==> config.mk <==
export PLATFORM = sky130hd
export DESIGN_NAME = cardclk_div
export DESIGN_NICKNAME = d
export VERILOG_FILES = /design/src/rtl/cardclk_pkg.sv /design/src/rtl/cardclk_sync.sv /design/src/rtl/cardclk_phase.sv /design/src/rtl/cardclk_div.sv
export SDC_FILE = /design/constraint.sdc
export NUM_CORES = 1
export LEC_CHECK = 0
export ABC_AREA = 1
export BUFFER_PORTS_ARGS = -buffer_cell sky130_fd_sc_hd__buf_2
export CORE_AREA = 2 2 39 41
export CTS_CLUSTER_SIZE = 20
export DETAILED_ROUTE_END_ITERATION = 8
export DIE_AREA = 0 0 41 43
export PLACE_DENSITY = 0.52
export REMOVE_ABC_BUFFERS = 1
export SETUP_SLACK_MARGIN = 0.05
export SLEW_MARGIN = 20
export SYNTH_ARGS = -nofsm -noshare
export SYNTH_HDL_FRONTEND = slang
export SYNTH_SLANG_ARGS = --single-unit
==> constraint.sdc <==
create_clock -name clk -period 1.91 [get_ports clk]
set_clock_uncertainty 0.2 [all_clocks]
set_input_delay 0.0955 -clock clk [delete_from_list [all_inputs] [get_ports clk]]
set_output_delay 0.0955 -clock clk [all_outputs]
set_load 0.05 [all_outputs]
==> src/rtl/cardclk_pkg.sv <==
package cardclk_pkg;

  localparam int unsigned MAX_RATIO = 8;
  localparam int unsigned CNT_W     = $clog2(MAX_RATIO);
  localparam int unsigned RATIO_W   = CNT_W + 1;

  typedef enum logic [1:0] {
    SEL_DIV8 = 2'b00,
    SEL_DIV4 = 2'b01,
    SEL_DIV2 = 2'b11,
    SEL_DIV1 = 2'b10
  } ratio_sel_e;

  // Half-period length in reference cycles for a select code.
  function automatic logic [RATIO_W-1:0] half_len(input logic [1:0] code);
    case (ratio_sel_e'(code))
      SEL_DIV8: half_len = RATIO_W'(8);
      SEL_DIV4: half_len = RATIO_W'(4);
      SEL_DIV2: half_len = RATIO_W'(2);
      default:  half_len = RATIO_W'(1);
    endcase
  endfunction

  // Counter preload: the phase ends when the counter reaches zero.
  function automatic logic [CNT_W-1:0] half_load(input logic [1:0] code);
    logic [RATIO_W-1:0] n;
    n = half_len(code) - RATIO_W'(1);
    half_load = n[CNT_W-1:0];
  endfunction

endpackage

==> src/rtl/cardclk_sync.sv <==
module cardclk_sync #(
  parameter int unsigned WIDTH  = 1,
  parameter int unsigned STAGES = 2
) (
  input  logic             clk,
  input  logic             rst_n,
  input  logic [WIDTH-1:0] async_in,
  output logic [WIDTH-1:0] sync_out
);

  logic [WIDTH-1:0] stage_q [STAGES];

  genvar s;
  generate
    for (s = 0; s < STAGES; s++) begin : g_stage
      if (s == 0) begin : g_first
        always_ff @(posedge clk or negedge rst_n) begin
          if (!rst_n) stage_q[s] <= '0;
          else        stage_q[s] <= async_in;
        end
      end else begin : g_next
        always_ff @(posedge clk or negedge rst_n) begin
          if (!rst_n) stage_q[s] <= '0;
          else        stage_q[s] <= stage_q[s-1];
        end
      end
    end
  endgenerate

  assign sync_out = stage_q[STAGES-1];

endmodule

==> src/rtl/cardclk_phase.sv <==
module cardclk_phase
  import cardclk_pkg::*;
(
  input  logic       clk,
  input  logic       rst_n,
  input  logic [1:0] sel_s,
  input  logic       run_s,
  output logic       clk_o,
  output logic       phase_end,
  output logic [1:0] ratio_q
);

  logic [CNT_W-1:0] cnt_q;
  logic             lvl_q;

  assign phase_end = (cnt_q == '0);

  always_ff @(posedge clk or negedge rst_n) begin
    if (!rst_n) begin
      lvl_q   <= 1'b0;
      cnt_q   <= '0;
      ratio_q <= SEL_DIV8;
    end else if (!phase_end) begin
      cnt_q <= cnt_q - CNT_W'(1);
    end else begin
      // Safe boundary: the ratio may change here only.
      ratio_q <= sel_s;
      if (lvl_q) begin
        lvl_q <= 1'b0;
        cnt_q <= half_load(sel_s);
      end else if (run_s) begin
        lvl_q <= 1'b1;
        cnt_q <= half_load(sel_s);
      end
    end
  end

  assign clk_o = lvl_q;

endmodule

==> src/rtl/cardclk_div.sv <==
module cardclk_div #(
  parameter int unsigned SYNC_STAGES = 2
) (
  input  logic       clk,
  input  logic       rst_n,
  input  logic [1:0] div_sel,
  input  logic       run_en,
  output logic       card_clk
);

  logic [2:0] ctl_raw;
  logic [2:0] ctl_sync;
  logic [1:0] sel_sync;
  logic       run_sync;
  logic       phase_end;
  logic [1:0] ratio_q;

  assign ctl_raw  = {run_en, div_sel};
  assign sel_sync = ctl_sync[1:0];
  assign run_sync = ctl_sync[2];

  cardclk_sync #(.WIDTH(3), .STAGES(SYNC_STAGES)) u_sync (
    .clk      (clk),
    .rst_n    (rst_n),
    .async_in (ctl_raw),
    .sync_out (ctl_sync)
  );

  cardclk_phase u_phase (
    .clk       (clk),
    .rst_n     (rst_n),
    .sel_s     (sel_sync),
    .run_s     (run_sync),
    .clk_o     (card_clk),
    .phase_end (phase_end),
    .ratio_q   (ratio_q)
  );

endmodule

== After elaboration in Yosys (flattened, before gate mapping) ==
Index checks and enable logic that the tools add are counted.
W data, S select, Z words.

* Register bits: 10
* Word-level logic and storage cells: 23
* Input port bits: 5
* Output and inout bits: 1

* Reductions and logical operators: 2
* Equality and inequality tests: 3
* Mux-type cells: 11
* Add/subtract/negate cells: 3

{| class="wikitable"
|+ Operators with widths
! kind !! number
|-
| $mux W3 || 8
|-
| $pmux W3 S3 || 1
|-
| $sub A3 B1 Y3 const B || 3
|-
| $logic_not A3 Y1 || 1
|-
| $ne A3 B1 Y1 const B || 1
|-
| $eq A2 B1 Y1 const B || 1
|-
| $eq A2 B2 Y1 const B || 1
|-
| $logic_not A2 Y1 || 1
|-
| $mux W1 || 2
|}

== Depth between registers and ports, before layout ==
* Depth in word-level cells: 9
* Mapped depth: 9
* Mapped depth without buffers: 9

== Hierarchy ==
A second synthesis with hierarchy kept.

* Cell total of the unflattened synthesis: 47
* Area total of the unflattened synthesis: 474.2 µm²

{| class="wikitable"
|+ Modules (own cells, without submodules)
! module !! area each (µm²) !! cells an instance !! instances !! seq. area each (µm²)
|-
| cardclk_phase || 301.5 || 38 || 1 || 150.1
|-
| cardclk_sync || 172.7 || 9 || 1 || 150.1
|}

== Worst setup path after synthesis ==
No wires, ideal clock.

* Kind: register to register
* From: register u_phase.cnt_q[0]
* To: register u_phase.cnt_q[2]
* Slack: 431 ps
* Buffers on the path: 0
* Stages on the path, launching flop included: 10
* Setup time: 119 ps
* Data arrival time: 1160 ps
* Path through: dfrtp_1 > nor2_2 > nand2_1 > o21bai_1 > inv_1 > ha_1 > inv_1 > nand3_1 > nand2_1 > nor2_1

* Longest elaborated chain between the ends: 2
* Elaborated cells between the ends (all ways): 4
* Those cells by class: add/sub (1); eq/ne (1); mux (1); reduce/logical (1)

{| class="wikitable"
|+ Ends and longest elaborated chain
! what !! line !! source
|-
| from (decl) || cardclk_phase.sv:13 || <nowiki>logic [CNT_W-1:0] cnt_q;</nowiki>
|-
| from (signal assigned) || cardclk_phase.sv:24 || <nowiki>cnt_q <= cnt_q - CNT_W'(1);</nowiki>
|-
| from (signal assigned) || cardclk_phase.sv:30 || <nowiki>cnt_q <= half_load(sel_s);</nowiki>
|-
| from (signal assigned) || cardclk_phase.sv:33 || <nowiki>cnt_q <= half_load(sel_s);</nowiki>
|-
| $sub A3 B1 Y3 / $logic_not A3 Y1 (equally long branches) || cardclk_phase.sv:24, cardclk_phase.sv:16 ||
|-
| $mux W3 / $ne A3 B1 Y1 (equally long branches) || n/a ||
|}

Parallel ways exist; a longest one is shown, timed or not.
A chain may end at the register's enable or synchronous reset.

== Final worst setup path ==
Same ends and word-level chain as after synthesis.

==> impl_metrics.yaml <==
status:
  run_status: "finished clean"
cells_and_area:
  syn_to_final_growth_pct: 28.57
  end_of_flow_core_utilization_pct: 34.99
  mostFrequentLayoutCell: "sky130_fd_sc_hd__dfrtp_1"
  n_antenna_cell: 0
  drive_above_1_share_pct: 18.37
  final_cells: 65
  finished_cell_area_um2: 484.2
  final_cell_mix: "sky130_fd_sc_hd__dfrtp_1 (10), sky130_fd_sc_hd__inv_1 (9), sky130_fd_sc_hd__nand2_1 (5), sky130_fd_sc_hd__buf_2 (5), sky130_fd_sc_hd__dlygate4sd3_1 (4)"
  finalNetCount: 57
cts:
  cts_root_buffer: "sky130_fd_sc_hd__clkbuf_4"
  clkSinkCount: 10
  cts.path.max_buffers: 2
  clk_transition_reported_paths_ps: 60
  clk-insertion-delay-late_ps: 250
  cts_post_setup_buffers_inserted: 0
  ctsResizeCount: 0
  htree_levels: 1
  tritoncts.num_buffers: 3
  cts_tree: "done"
  postCtsHoldBufs: 4
timing:
  rsz0062_at_grt: "false"
  final.period_utilization_pct: 83.60
  setup_tns_ps: 0
  timing.final.max_slew_violations: 0
  actual_slew_at_the_worst_max_slew_pin_ps: 248.7
  setup_ws_post_layout_ps: 313.3
  max_freq_mhz: 626.3
  final.min_clock_period_ps: 1597
  hold_viol: 0
  maxSlewHeadroom_pct: 83.53
  setup_violations: 0
critical_path:
  worstPathMaxFanout: 3
  critPathCaptureType: "register"
  worst-r2r-cell-count: 9
  critPathRequiredTime_ps: 1860
  critical_path_end: "u_phase.cnt_q[2]"
  critical_path.reg2reg.endpoint: "u_phase.cnt_q[2]"
  cp.arrival_ps: 1540
  reg2reg_setup_slack_ps: 310
  worst_setup_path_category: "register to register"
  worstReg2RegStart: "u_phase.cnt_q[0]"
  crit_start: "u_phase.cnt_q[0]"
  worst_setup_path_start_kind: "register"
drt:
  route.antenna.remaining_nets: 0
  dr_total_vias: 266
  first_pass_iters: 4
  drc_errors: 0
  first_iter_violations: 5
  route.detailed.vias_per_inst: 4.092
  drt-wirelength-per-cell_um: 8.877
  drt-total-wl_um: 577
pwr:
  powerDensity_nw_per_um2: 1329
  p_leak_uw: 0.0002588
  vdd.ir_drop.worst_mv: 0.3505
place:
  port_buffers: 5
  placedCellCount: 58
  dpl_worst_slack_ps: 317.0
  placer_s_final_routability_congestion_estimate: 0.6876
  placement.cell_area_um2: 421.7
floorplan:
  core_um2: 1384
  start_util_pct: 27.22
  die_height_um: 43
  dieArea_um2: 1763
  io_pins: 6
  rows: 14
  fp.dieW_um: 41
synthesis:
  synth.lib_cells_used.distinct: 13
  yosys_register_bits: 10
  avgSynthCellArea_um2: 10.18
  post_synth_inst_count: 37
  synth.yosys.warnings: 0
  seq_area_frac_synth_pct: 66.45
  post_synth_instance_area_um2: 376.6
global_routing:
  first_global_vias: 244
  global_route_wire_length_before_repair_um: 979
  grt_overflow_total: 0
  pin_count_of_the_biggest_net_entering_global_routing: 11
  antenna_found_initial: 0
  grtUsageTotal_pct: 8.793
job:
  max_cap_violations: 0
min_path:
  min-delay-path-class: "input pin to async pin"
## registers in the layout, indices dropped and copies added, names as in the netlist
name	cells
u_phase.clk_o	1
u_phase.cnt_q	3
u_sync.stage_q	3
u_sync.sync_out	3
## final cells by class
type	count	area [µm²]
inverter	10	37.54
fill	147	899.6
multi-input combinational	17	88.84
tap	16	20.02
timing repair buffer	9	65.06
clock buffer	3	22.52
sequential	10	250.2
## kinds of logic after synthesis
kind of cell | after synthesis | synth area share [%]
buffers and inverters | 10 | 9.965
adders and majority gates | 1 | 3.322
and+or+nand+nor | 12 | 13.96
AOI/OAI and AO/OA | 4 | 6.312
DFF | 10 | 66.45
## how the worst min path moves through the flow
stage	end	cells after the start	slack (ps)	startpoint
2_1_floorplan	u_phase.clk_o	0	-400	rst_n
3_5_place_dp	u_phase.cnt_q[2]	1	-230	rst_n
4_1_cts	u_sync.sync_out[1]	2	30	rst_n
5_1_grt	u_sync.sync_out[2]	2	60	rst_n
6_report	u_phase.cnt_q[2]	2	40	rst_n
3_3_place_gp	u_phase.cnt_q[2]	1	-230	rst_n
## report_power, final
group	switching [µW]	leakage (µW)	internal, µW
Sequential	24.2	0.000117	263
Clock	62.9	0.0000138	72.3
Combinational	142	0.000128	79.2
Total	229	0.000259	414
## through the flow
stage                     total power, µW  hold slack (ps)
after floorplan                     461.3           -400.1
after global placement              504.2           -234.6
after detailed placement            509.9           -231.3
after CTS                           657.4            26.78
after global routing                701.1            58.43
final                               643.5            38.95
## critical path, cell delays in order, from the launching register on
cell and delay (ps):
sky130_fd_sc_hd__dfrtp_1 380, sky130_fd_sc_hd__nor2_2 140, sky130_fd_sc_hd__nand2_1 90, sky130_fd_sc_hd__o21bai_1 190, sky130_fd_sc_hd__inv_1 70, sky130_fd_sc_hd__ha_1 190
sky130_fd_sc_hd__inv_1 60, sky130_fd_sc_hd__nand3_1 70, sky130_fd_sc_hd__nand2_1 60, sky130_fd_sc_hd__nor2_1 40
## cell usage after synthesis (all sizes together)
library cell / number / area (µm²)
o21ai: 1 / 5.000
nand2: 5 / 18.77
dfrtp: 10 / 250.2
a21oi: 1 / 5.000
o21bai: 1 / 7.510
nand4: 1 / 6.260
nor2: 4 / 17.52
ha: 1 / 12.51
a31oi: 1 / 6.260
clkinv: 1 / 3.750
inv: 9 / 33.78
nand3: 2 / 10.01
## routing by layer
layer	vias to the layer above	global-route usage, %	routed length, µm
li1	138	-	-
met1	122	10.58	254
met2	4	11.56	294
met3	2	1.571	18
met4	0	10.00	10
met5	-	0	0
No activity file was read; power rests on OpenSTA's default activity.
